--- src/rtl/apc_pkg.sv ---
package apc_pkg;
  typedef enum logic [2:0] {
    ST_SHDN  = 3'd0,
    ST_RUN   = 3'd1,
    ST_SCLAT = 3'd2,
    ST_DCLAT = 3'd3,
    ST_THERM = 3'd4
  } apc_state_e;
endpackage

--- src/rtl/apc_rst_sync.sv ---
module apc_rst_sync #(
  parameter int STAGES = 2
) (
  input  logic clk,
  input  logic rst_n_i,
  output logic rst_n_o
);
  logic [STAGES-1:0] chain_q;

  always_ff @(posedge clk or negedge rst_n_i) begin
    if (!rst_n_i) chain_q <= '0;
    else          chain_q <= {chain_q[STAGES-2:0], 1'b1};
  end

  assign rst_n_o = chain_q[STAGES-1];
endmodule

--- src/rtl/apc_sync.sv ---
module apc_sync #(
  parameter int STAGES = 2,
  parameter int WIDTH  = 1
) (
  input  logic             clk,
  input  logic             rst_n,
  input  logic [WIDTH-1:0] d,
  output logic [WIDTH-1:0] q
);
  logic [STAGES-1:0][WIDTH-1:0] stg_q;

  always_ff @(posedge clk or negedge rst_n) begin
    if (!rst_n) stg_q <= '0;
    else        stg_q <= {stg_q[STAGES-2:0], d};
  end

  assign q = stg_q[STAGES-1];
endmodule

--- src/rtl/apc_latches.sv ---
module apc_latches (
  input  logic clk,
  input  logic rst_n,
  input  logic sd_n,
  input  logic sc_s,
  input  logic dc_in,
  input  logic trip_s,
  input  logic rel_s,
  output logic sd_q,
  output logic sc_lat,
  output logic dc_lat,
  output logic ot_hot
);
  logic sd_d, sc_d, dc_d, hot_d;

  always_comb begin
    sd_d = sd_n;
    sc_d = sd_n ? (sc_lat | sc_s) : 1'b0;
    dc_d = dc_lat | (dc_in & sd_n);
    if (trip_s)     hot_d = 1'b1;
    else if (rel_s) hot_d = 1'b0;
    else            hot_d = ot_hot;
  end

  always_ff @(posedge clk or negedge rst_n) begin
    if (!rst_n) begin
      sd_q   <= 1'b0;
      sc_lat <= 1'b0;
      dc_lat <= 1'b0;
      ot_hot <= 1'b0;
    end else begin
      sd_q   <= sd_d;
      sc_lat <= sc_d;
      dc_lat <= dc_d;
      ot_hot <= hot_d;
    end
  end
endmodule

--- src/rtl/apc_decode.sv ---
module apc_decode
  import apc_pkg::*;
(
  input  logic sd_q,
  input  logic sc_lat,
  input  logic dc_lat,
  input  logic ot_hot,
  output logic out_hiz,
  output logic fault_n,
  output logic lowpwr
);
  apc_state_e st;

  always_comb begin
    if (dc_lat)      st = ST_DCLAT;
    else if (sc_lat) st = ST_SCLAT;
    else if (!sd_q)  st = ST_SHDN;
    else if (ot_hot) st = ST_THERM;
    else             st = ST_RUN;
  end

  assign out_hiz = (st != ST_RUN);
  assign fault_n = !((st == ST_DCLAT) || (st == ST_SCLAT));
  assign lowpwr  = !sd_q;
endmodule

--- src/rtl/amp_prot_ctrl.sv ---
module amp_prot_ctrl #(
  parameter int SYNC_STAGES = 2
) (
  input  logic clk,
  input  logic rst_n,
  input  logic shutdown_n,
  input  logic short_det,
  input  logic dc_fault,
  input  logic ot_trip,
  input  logic ot_release,
  output logic out_hiz,
  output logic fault_n,
  output logic lowpwr
);
  localparam int NSYNC = 3;

  logic             rst_q;
  logic [NSYNC-1:0] async_in, sync_out;
  logic             sd_q, sc_lat, dc_lat, ot_hot;

  apc_rst_sync #(.STAGES(2)) u_rst (
    .clk(clk), .rst_n_i(rst_n), .rst_n_o(rst_q)
  );

  assign async_in = {ot_release, ot_trip, short_det};

  apc_sync #(.STAGES(SYNC_STAGES), .WIDTH(NSYNC)) u_sync (
    .clk(clk), .rst_n(rst_q), .d(async_in), .q(sync_out)
  );

  apc_latches u_lat (
    .clk(clk), .rst_n(rst_q), .sd_n(shutdown_n),
    .sc_s(sync_out[0]), .dc_in(dc_fault),
    .trip_s(sync_out[1]), .rel_s(sync_out[2]),
    .sd_q(sd_q), .sc_lat(sc_lat), .dc_lat(dc_lat), .ot_hot(ot_hot)
  );

  apc_decode u_dec (
    .sd_q(sd_q), .sc_lat(sc_lat), .dc_lat(dc_lat), .ot_hot(ot_hot),
    .out_hiz(out_hiz), .fault_n(fault_n), .lowpwr(lowpwr)
  );
endmodule

--- config.mk ---
export PLATFORM = sky130hd
export DESIGN_NAME = amp_prot_ctrl
export DESIGN_NICKNAME = d
export VERILOG_FILES = /design/src/rtl/apc_pkg.sv /design/src/rtl/apc_rst_sync.sv /design/src/rtl/apc_sync.sv /design/src/rtl/apc_latches.sv /design/src/rtl/apc_decode.sv /design/src/rtl/amp_prot_ctrl.sv
export SDC_FILE = /design/constraint.sdc
export NUM_CORES = 1
export LEC_CHECK = 0
export BUFFER_PORTS_ARGS = -buffer_cell sky130_fd_sc_hd__buf_2
export CORE_AREA = 5 5 42 44
export DETAILED_ROUTE_END_ITERATION = 10
export DIE_AREA = 0 0 47 49
export SETUP_SLACK_MARGIN = 0.3
export SLEW_MARGIN = 20
export SYNTH_ARGS = -nofsm -noshare
export SYNTH_HDL_FRONTEND = slang
export SYNTH_HIERARCHICAL = 1
export SYNTH_SLANG_ARGS = --single-unit
--- constraint.sdc ---
create_clock -name clk -period 1 [get_ports clk]
set_input_delay 0.15 -clock clk [delete_from_list [all_inputs] [get_ports clk]]
set_output_delay 0.15 -clock clk [all_outputs]
set_load 0.005 [all_outputs]
==> out/results.ini, run 1 <==
[power_and_ir_drop]
combPwrFrac_pct = 6.0
max-vdd-ir-drop_mv = 0.664
cell_internal_pwr_mw = 0.685
pwr_density_cell_nw_per_um2 = 1630
power.clock.fraction_pct = 32.3
p_leak_nw = 0.254
power.net_switching_mw = 0.164
power_frac_seq_pct = 61.7
swShare_pct = 19.3

[sta]
finalWorstPathRequiredPeriod_ns = 1.43
report.final.setup_viol = 2
hold_ws_ns = 0.0275
timing_limited_maximum_frequency_mhz = 701
clock-skew-final_ns = 0.00314
final.setup.worst_slack_ns = -0.426
rsz0062_at_grt = true
report.final.hold_viol_count = 0
final_min_period_over_clock_period_pct = 143
tns_ns = -0.538
drv_slew = 0

[final_layout]
n_antenna_cell = 0
area.growth.synth_to_final_pct = 40.2
final_cell_count_no_fill = 56
fin_nets = 49
layout.cell_area.non_filler_sq_um = 519
drive_gt1_share_pct = 42.5

[route]
drt_first_iter_violations = 1
route.final.wire_length_um = 552
first_pass_iters = 3
post_drt_wl_per_cell_um = 9.86
viasPerCell = 3.89
drc_errors = 0
vias = 218
final_antenna_net_count = 0

[global_route]
globalRoute.totalOverflow = 0
grt_pass1_vias = 243
grt_max_degree = 11
antenna_found_initial = 0
gr_util_all_layers_pct = 6.45
first_pass_grt_wire_length_um = 966

[critical_path]
worstPathRequired_ns = 0.85
worst-path-max-fanout = 2
critical_path_class = reg2out
worst_setup_path_end_kind = output port
crit_path_start_kind = flop
reg2regPathDepth = 3
worst-endpoint-arrival_ns = 1.28

[clock_tree]
tritoncts = yes
maximum_level_of_the_cts_h_tree = 1
clk_latency_ns = 0.26
cts_inserted_buffers = 3
cts_root_buffer = clkbuf_4
cts.sink_count = 12
cts.reportedPaths.clkPinSlew_ns = 0.07
ctsLongestPathBuffers = 2

[logic_synthesis]
synth_mux_area_share_pct = 0
syn_std_cell_area_sq_um = 370
yosysWarnings = 6
synthXorXnorAreaFrac_pct = 0
synth.yosys.seq_area_share_pct = 81.1
dominant_combinational_cell_family_by_area_after_synthesis = buffers and inverters
yosys.area_share.simple_pct = 3.72
synth_fp_nets = 30
synth-compound-area-share_pct = 6.08
synth_area_per_cell_sq_um = 16.1
synth_seq_cells = 12
synth_cells = 23
synth_adder_area_share_pct = 0
ys_types = 8

[floorplanning]
core.rowCount = 14
floorplan.initialDensity_pct = 26.4
chipHeight_um = 49
die_area_sq_um = 2300
dieWidth_um = 47
num_io_pins = 10
core_area_sq_um = 1400

[job]
max_cap_violations = 0

[placed_design]
numPortBuffers = 9
dpl-instance-area_sq_um = 428
finalWeightedCongestion = 0.616
place_ws_ns = -0.150
dpl.cell_count = 47
post_dp_hpwl_um = 361

[hold_path]
hp-class = in2reg
whs_path_depth = 1

[outcome]
violations = setup timing
status = complete, but fails checks

[logic make-up after synthesis]
| group | count (synthesis) |
|---|---|
| AO/OA/AOI/OAI | 3 |
| other | 1 |
| AND/OR/NAND/NOR | 2 |
| buffers and inverters | 5 |
| flip-flops | 12 |
[routing by layer]
layer | up-vias | routed length [um] | GRT usage, %
met3 | 0 | 61 | 2.21
met4 | 0 | 0 | 6.91
met5 | - | 0 | 0
li1 | 101 | - | -
met2 | 10 | 274 | 9.73
met1 | 107 | 215 | 6.05
[power by group through the flow]
stage | combinational, mW | sequential, mW | clock [mW]
final | 0.0511 | 0.523 | 0.274
after global routing | 0.0576 | 0.528 | 0.300
after CTS | 0.0429 | 0.524 | 0.296
after detailed placement | 0.0271 | 0.533 | 0
after global placement | 0.0266 | 0.531 | 0
after floorplan | 0.0151 | 0.530 | 0
[sequential cells by signal, summed over array words and instances (netlist names)]
signal,cells
u_sync/q,3
u_sync/stg_q,3
u_rst/chain_q,2
u_lat/dc_lat,1
u_lat/ot_hot,1
u_lat/sc_lat,1
u_lat/sd_q,1
[final timing paths]
path,startpoint,to,slack [ns]
worst min-delay path,shutdown_n,u_lat/sd_q,0.03
min in group asynchronous,u_rst/chain_q[1],u_sync/stg_q[1],0.15
worst min register to register,u_rst/chain_q[1],u_sync/stg_q[1],0.15
max in group asynchronous,u_rst/chain_q[1],u_sync/q[0],0.57
worst max-delay path,u_lat/ot_hot,out_hiz,-0.43
worst max register to register,u_lat/sc_lat,u_lat/sc_lat,0.14
[critical path, cell delays in order (launching register included)]
cell     delay [ns]
dfrtp_1        0.37
or4b_1         0.51
buf_2          0.14
[stage by stage]
stage,total power [mW],util (%)
global placement,0.558,30.5
detailed placement,0.561,30.5
global route,0.885,37.1
CTS,0.862,35.8
finish,0.849,37.1
floorplan,0.545,-
[cells in the final DEF (no fill, tap or decap)]
| master | synthesis | routed |
|---|---|---|
| dfrtp_1 | 12 | 12 |
| buf_2 | 0 | 9 |
| dlygate4sd3_1 | 0 | 4 |
| clkbuf_4 | 0 | 3 |
| buf_6 | 0 | 3 |
| inv_1 | 2 | 2 |
| a21o_1 | 2 | 2 |
| or4b_1 | 1 | 1 |
| nor2_2 | 0 | 1 |
| o21a_1 | 1 | 1 |
| buf_4 | 3 | 1 |
| conb_1 | 1 | 1 |
[synthesized netlist by cell type]
library cell  count  area (sq um)
dfrtp_1          12           300
or4b_1            1          10.0
conb_1            1          3.75
inv_1             2          7.51
buf_4             3          22.5
nor2_1            1          3.75
o21a_1            1          7.51
a21o_1            2          15.0
[what timing repair did]
item,CTS,global route
buffers inserted,1,1
hold buffers,4,0
gates resized for setup,1,3
endpoints found under the hold margin,5,0
pin swaps,1,2
setup endpoints to repair,5,6
[final cells by class]
class                   instances  area [sq um]
clock buffers                   3          22.5
fillers                       145           882
inverters                       2          7.51
multi-input cells               6          42.5
flip-flops and latches         12           300
well taps                      16          20.0
repair buffers                 17           126
No activity file was read; power rests on OpenSTA's default activity.
==> inputs of run 2 (changes only) <==
clock period = 1.7 ns   (was 1 ns; I/O delays follow)
==> run 2 against run 1 <==
The run now ends clean; sequential power shrank 41%; wire length shrank 14%; clock power shrank 42%; total power shrank 43%; non-clock buffer count shrank 4; final cell count shrank 7.1%; worst setup slack gained 0.61 ns; sequential share of layout area grew 6.3 points; global-route usage shrank 0.43 points; register-to-register slack gained 0.79 ns; worst hold slack gained 0.073 ns; die area is the same.
==> out/results.ini, run 2 (synthesis gave the netlist of run 1 again) <==
[outcome]
status = finished clean

[floorplanning]
chipHeight_um = 49
core.rowCount = 14
num_io_pins = 10
die_area_sq_um = 2300
floorplan.initialDensity_pct = 26.4
core_area_sq_um = 1400
dieWidth_um = 47

[final_layout]
area.growth.synth_to_final_pct = 26.4
layout.core_utilization_pct = 33.4
drive_gt1_share_pct = 41.7
final_cell_count_no_fill = 52
layout_commonest_cell = dfrtp_1
fin_nets = 45
layout_common_cells = dfrtp_1 (12), buf_2 (9), clkbuf_4 (3), buf_4 (3)
n_antenna_cell = 0
nFillCells = 145

[power_and_ir_drop]
max-vdd-ir-drop_mv = 0.518
p_leak_nw = 0.232
pwr_density_cell_nw_per_um2 = 1040
report.power.total_mw = 0.486

[clock_tree]
cts.sink_count = 12
cts.reportedPaths.clkPinSlew_ns = 0.07
ctsLongestPathBuffers = 2
clk_latency_ns = 0.26
cts_root_buffer = clkbuf_4
cts_inserted_buffers = 3
maximum_level_of_the_cts_h_tree = 1
tritoncts = yes
cts_resized = 0

[route]
vias = 196
first_pass_iters = 1
final_antenna_net_count = 0
route.final.wire_length_um = 473
drc_errors = 0
drt_first_iter_violations = 0
viasPerCell = 3.77
post_drt_wl_per_cell_um = 9.10

[sta]
final.setup.worst_slack_ns = 0.180
timing_limited_maximum_frequency_mhz = 658
clock-skew-final_ns = 0.00530
report.final.hold_viol_count = 0
report.final.setup_viol = 0
final_min_period_over_clock_period_pct = 89.4
finalWorstPathRequiredPeriod_ns = 1.52
rsz0062_at_grt = true
tns_ns = 0
drv_slew = 0

[critical_path]
worst-path-max-fanout = 2
crit_path_start_kind = flop
critical_path_class = reg2out
worst_setup_path_end_kind = output port
worstPathRequired_ns = 1.44
worst-endpoint-arrival_ns = 1.27

[global_route]
antenna_found_initial = 0
globalRoute.totalOverflow = 0
grt_pass1_vias = 224
gr_util_all_layers_pct = 6.03
grt_max_degree = 11
first_pass_grt_wire_length_um = 931

[hold_path]
hp-class = in2reg

[placed_design]
dpl.cell_count = 45
post_dp_hpwl_um = 333
place_ws_ns = 0.438
numPortBuffers = 9
finalWeightedCongestion = 0.680

[job]
max_cap_violations = 0

run 2: layout make-up:
class                           instances  area, sq um  area share [%]
Multi-Input combinational cell          6         40.0            8.56
Inverter                                2         7.51            1.60
Sequential cell                        12          300            64.2
Tap cell                               16         20.0            4.28
Clock buffer                            3         22.5            4.81
Timing Repair Buffer                   13         77.6            16.6
run 2: path summary, 6_finish.rpt:
kind	from	to	slack [ns]	depth (start not counted)
max in group asynchronous	u_rst/chain_q[1]	u_sync/q[2]	1.27	0
hold / removal	ot_trip	u_sync/stg_q[1]	0.10	1
setup / recovery	u_lat/ot_hot	out_hiz	0.18	2
setup reg to reg	u_lat/sc_lat	u_lat/sc_lat	0.93	2
min in group asynchronous	u_rst/chain_q[1]	u_sync/q[0]	0.15	0
hold reg to reg	u_rst/chain_q[1]	u_sync/q[0]	0.15	0
run 2: metrics by stage:
step | hold slack [ns] | cell area [sq um]
floorplan | -0.0406 | 370
global route | 0.0727 | 468
detailed placement | 0.0414 | 413
global placement | 0.0429 | 413
finish | 0.101 | 468
CTS | 0.0871 | 468
run 2: per-layer routing:
layer  GRT usage [%]  vias up  wire length, um
met4            2.76        0                0
met3            5.54        0               63
met2            7.92       10              207
li1                -       94                -
met5               0        -                0
met1            6.53       92              202
run 2: critical path: stages (launching register included):
cell	delay [ns]
dfrtp_1	0.37
or4b_1	0.50
buf_2	0.14
run 2: repair_timing:
| item | in CTS | in global routing |
|---|---|---|
| hold buffers | 1 | 0 |
| buffers inserted | 3 | 0 |
| endpoints found under the hold margin | 2 | 0 |
| pin swaps | 1 | 0 |
| gates cloned | 0 | 0 |
| setup endpoints to repair | 1 | 1 |
run 2: report_power, final:
group          total, mW  internal, mW  switching (mW)
Sequential         0.307         0.299         0.00802
Clock              0.159        0.0816          0.0777
Combinational     0.0196        0.0133         0.00631
==> inputs of run 3 (changes only) <==
ABC_AREA = 1   (was default)
clock period = 1.9 ns   (was 1.7 ns; I/O delays follow)
==> run 3 against run 2 <==
Register-to-register slack improved by 0.33 ns; highest routed layer is now met4; clock power increased by 23%; clock skew decreased by 0.0033 ns; worst setup slack improved by 0.49 ns.
==> out/results.ini, run 3 <==
[outcome]
status = finished clean

[placed_design]
place_ws_ns = 0.953
finalWeightedCongestion = 0.577
dpl.cell_count = 52
post_dp_hpwl_um = 335
numPortBuffers = 9

[global_route]
grt_pass1_vias = 215
gr_util_all_layers_pct = 5.44
grt_max_degree = 11
globalRoute.totalOverflow = 0
first_pass_grt_wire_length_um = 828
antenna_found_initial = 0

[logic_synthesis]
synth_top_area_share_pct = 78.7
synth_seq_cells = 12
count_of_flip_flops_with_a_built_in_enable_after_synthesis = 0
yosysWarnings = 6
yosysTopAreaCell = dfrtp_1
synthTopCellsByArea = dfrtp_1 (79%), buf_4 (5.9%), inv_1 (4.9%), nand2_1 (4.9%), nor2_1 (3.0%)
synth_fp_nets = 37
synth_ff_type = dfrtp_1
ys_types = 7
yosysMostFrequentCell = dfrtp_1
synth_cells = 30
synth.yosys.seq_area_share_pct = 78.7
synth-async-reset-ratio_pct = 100
syn_std_cell_area_sq_um = 382
ys_top_cells_by_count = dfrtp_1 (12), inv_1 (5), nand2_1 (5)
synth_area_per_cell_sq_um = 12.7

[critical_path]
reg2regPathDepth = 2
worst-endpoint-arrival_ns = 0.95
worst_setup_path_end_kind = output port
critical_path_class = reg2out
worstReg2RegEnd = u_lat/sc_lat
rrSetupSlack_ns = 1.26
crit_path_start_kind = flop
worst-path-max-fanout = 2
reg_to_reg_start = u_lat/sc_lat
worstPathRequired_ns = 1.62

[route]
first_pass_iters = 2
vias = 215
viasPerCell = 3.77
drc_errors = 0
drt_first_iter_violations = 4
route.final.wire_length_um = 429
post_drt_wl_per_cell_um = 7.53
final_antenna_net_count = 0

[power_and_ir_drop]
power.clock.fraction_pct = 40.3
max-vdd-ir-drop_mv = 0.447
cell_internal_pwr_mw = 0.393
power.net_switching_mw = 0.0925
swShare_pct = 19.1
power_frac_seq_pct = 56.7
combPwrFrac_pct = 3.0
pwr_density_cell_nw_per_um2 = 1030
p_leak_nw = 0.247

[hold_path]
hold_start = short_det
whs_path_depth = 1
holdPathEnd = u_sync/stg_q[0]
hp-class = in2reg

[clock_tree]
cts_resized = 0
cts_root_buffer = clkbuf_4
ctsLongestPathBuffers = 2
cts.sink_count = 12
cts.reportedPaths.clkPinSlew_ns = 0.07
clk_latency_ns = 0.27
cts_inserted_buffers = 3
maximum_level_of_the_cts_h_tree = 1
tritoncts = yes

[final_layout]
nFillCells = 150
layout_commonest_cell = dfrtp_1
final_cell_count_no_fill = 57
layout_common_cells = dfrtp_1 (12), buf_2 (9), inv_1 (5), nand2_1 (5)
fin_nets = 49
drive_gt1_share_pct = 34.1
area.growth.synth_to_final_pct = 23.3
n_antenna_cell = 0

[sta]
tns_ns = 0
finalWorstPathRequiredPeriod_ns = 1.23
clock-skew-final_ns = 0.00201
rsz0062_at_grt = false
report.final.setup_viol = 0
report.final.hold_viol_count = 0
final.setup.worst_slack_ns = 0.669
final_min_period_over_clock_period_pct = 64.8
drv_slew = 0
timing_limited_maximum_frequency_mhz = 812

[floorplanning]
core.rowCount = 14
chipHeight_um = 49
num_io_pins = 10
dieWidth_um = 47
core_area_sq_um = 1400
floorplan.initialDensity_pct = 27.2
die_area_sq_um = 2300

[job]
max_cap_violations = 0

[run 3: worst max-delay path by stage]
stage / start / end / slack [ns] / depth (start not counted)
detailed placement: u_lat/dc_lat / out_hiz / 0.95 / 3
CTS: u_lat/dc_lat / out_hiz / 0.65 / 3
floorplan: u_lat/dc_lat / out_hiz / 1.05 / 2
finish: u_lat/dc_lat / out_hiz / 0.67 / 3
global placement: u_lat/dc_lat / out_hiz / 0.98 / 3
global route: u_lat/dc_lat / out_hiz / 0.60 / 3
[run 3: per-stage QoR]
| stage | power, mW | hold WS [ns] | utilization (%) | instance area, sq um |
|---|---|---|---|---|
| after detailed placement | 0.294 | 0.0716 | 30.3 | 424 |
| final | 0.485 | 0.118 | 33.6 | 470 |
| after floorplan | 0.288 | -0.0106 | - | 382 |
| after global placement | 0.294 | 0.0719 | 30.3 | 424 |
| after CTS | 0.497 | 0.107 | 33.6 | 470 |
| after global routing | 0.516 | 0.104 | 33.6 | 470 |
[run 3: final cells by class]
class | count | area, sq um | share of cell area (%)
timing repair buffer | 10 | 55.1 | 11.7
clock buffer | 4 | 36.3 | 7.71
sequential | 12 | 300 | 63.8
inverter | 5 | 18.8 | 3.99
tap | 16 | 20.0 | 4.26
multi-input combinational | 10 | 40.0 | 8.51
[run 3: critical path, cell delays in order, from the launching register on]
cell	delay (ns)
dfrtp_1	0.39
nor2_2	0.12
nand2_1	0.05
buf_2	0.12
[run 3: cell families after synthesis]
group,synth area share [%]
other,0.983
and+or+nand+nor,9.51
DFF,78.7
buffers and inverters,10.8
[run 3: metal layers]
layer	share of wire, %	up-vias	track usage, %	wire length, um
met4	3.3	0	4.15	14
met1	41	100	5.80	175
met3	15	2	4.43	64
met5	0	-	0	0
met2	41	10	6.79	175
li1	-	103	-	-
[run 3: power groups by stage]
stage          Sequential [mW]  Clock, mW  Combinational, mW
3_3_place_gp             0.280          0             0.0132
3_5_place_dp             0.281          0             0.0135
6_report                 0.275      0.195             0.0148
5_1_grt                  0.277      0.221             0.0178
4_1_cts                  0.276      0.206             0.0150
2_1_floorplan            0.279          0            0.00961
[run 3: repair_timing]
item                                    4_1_cts  5_1_grt
hold endpoints to repair                      2        0
endpoints found under the setup margin        0        0
setup buffers                                 0        0
hold buffers                                  1        0
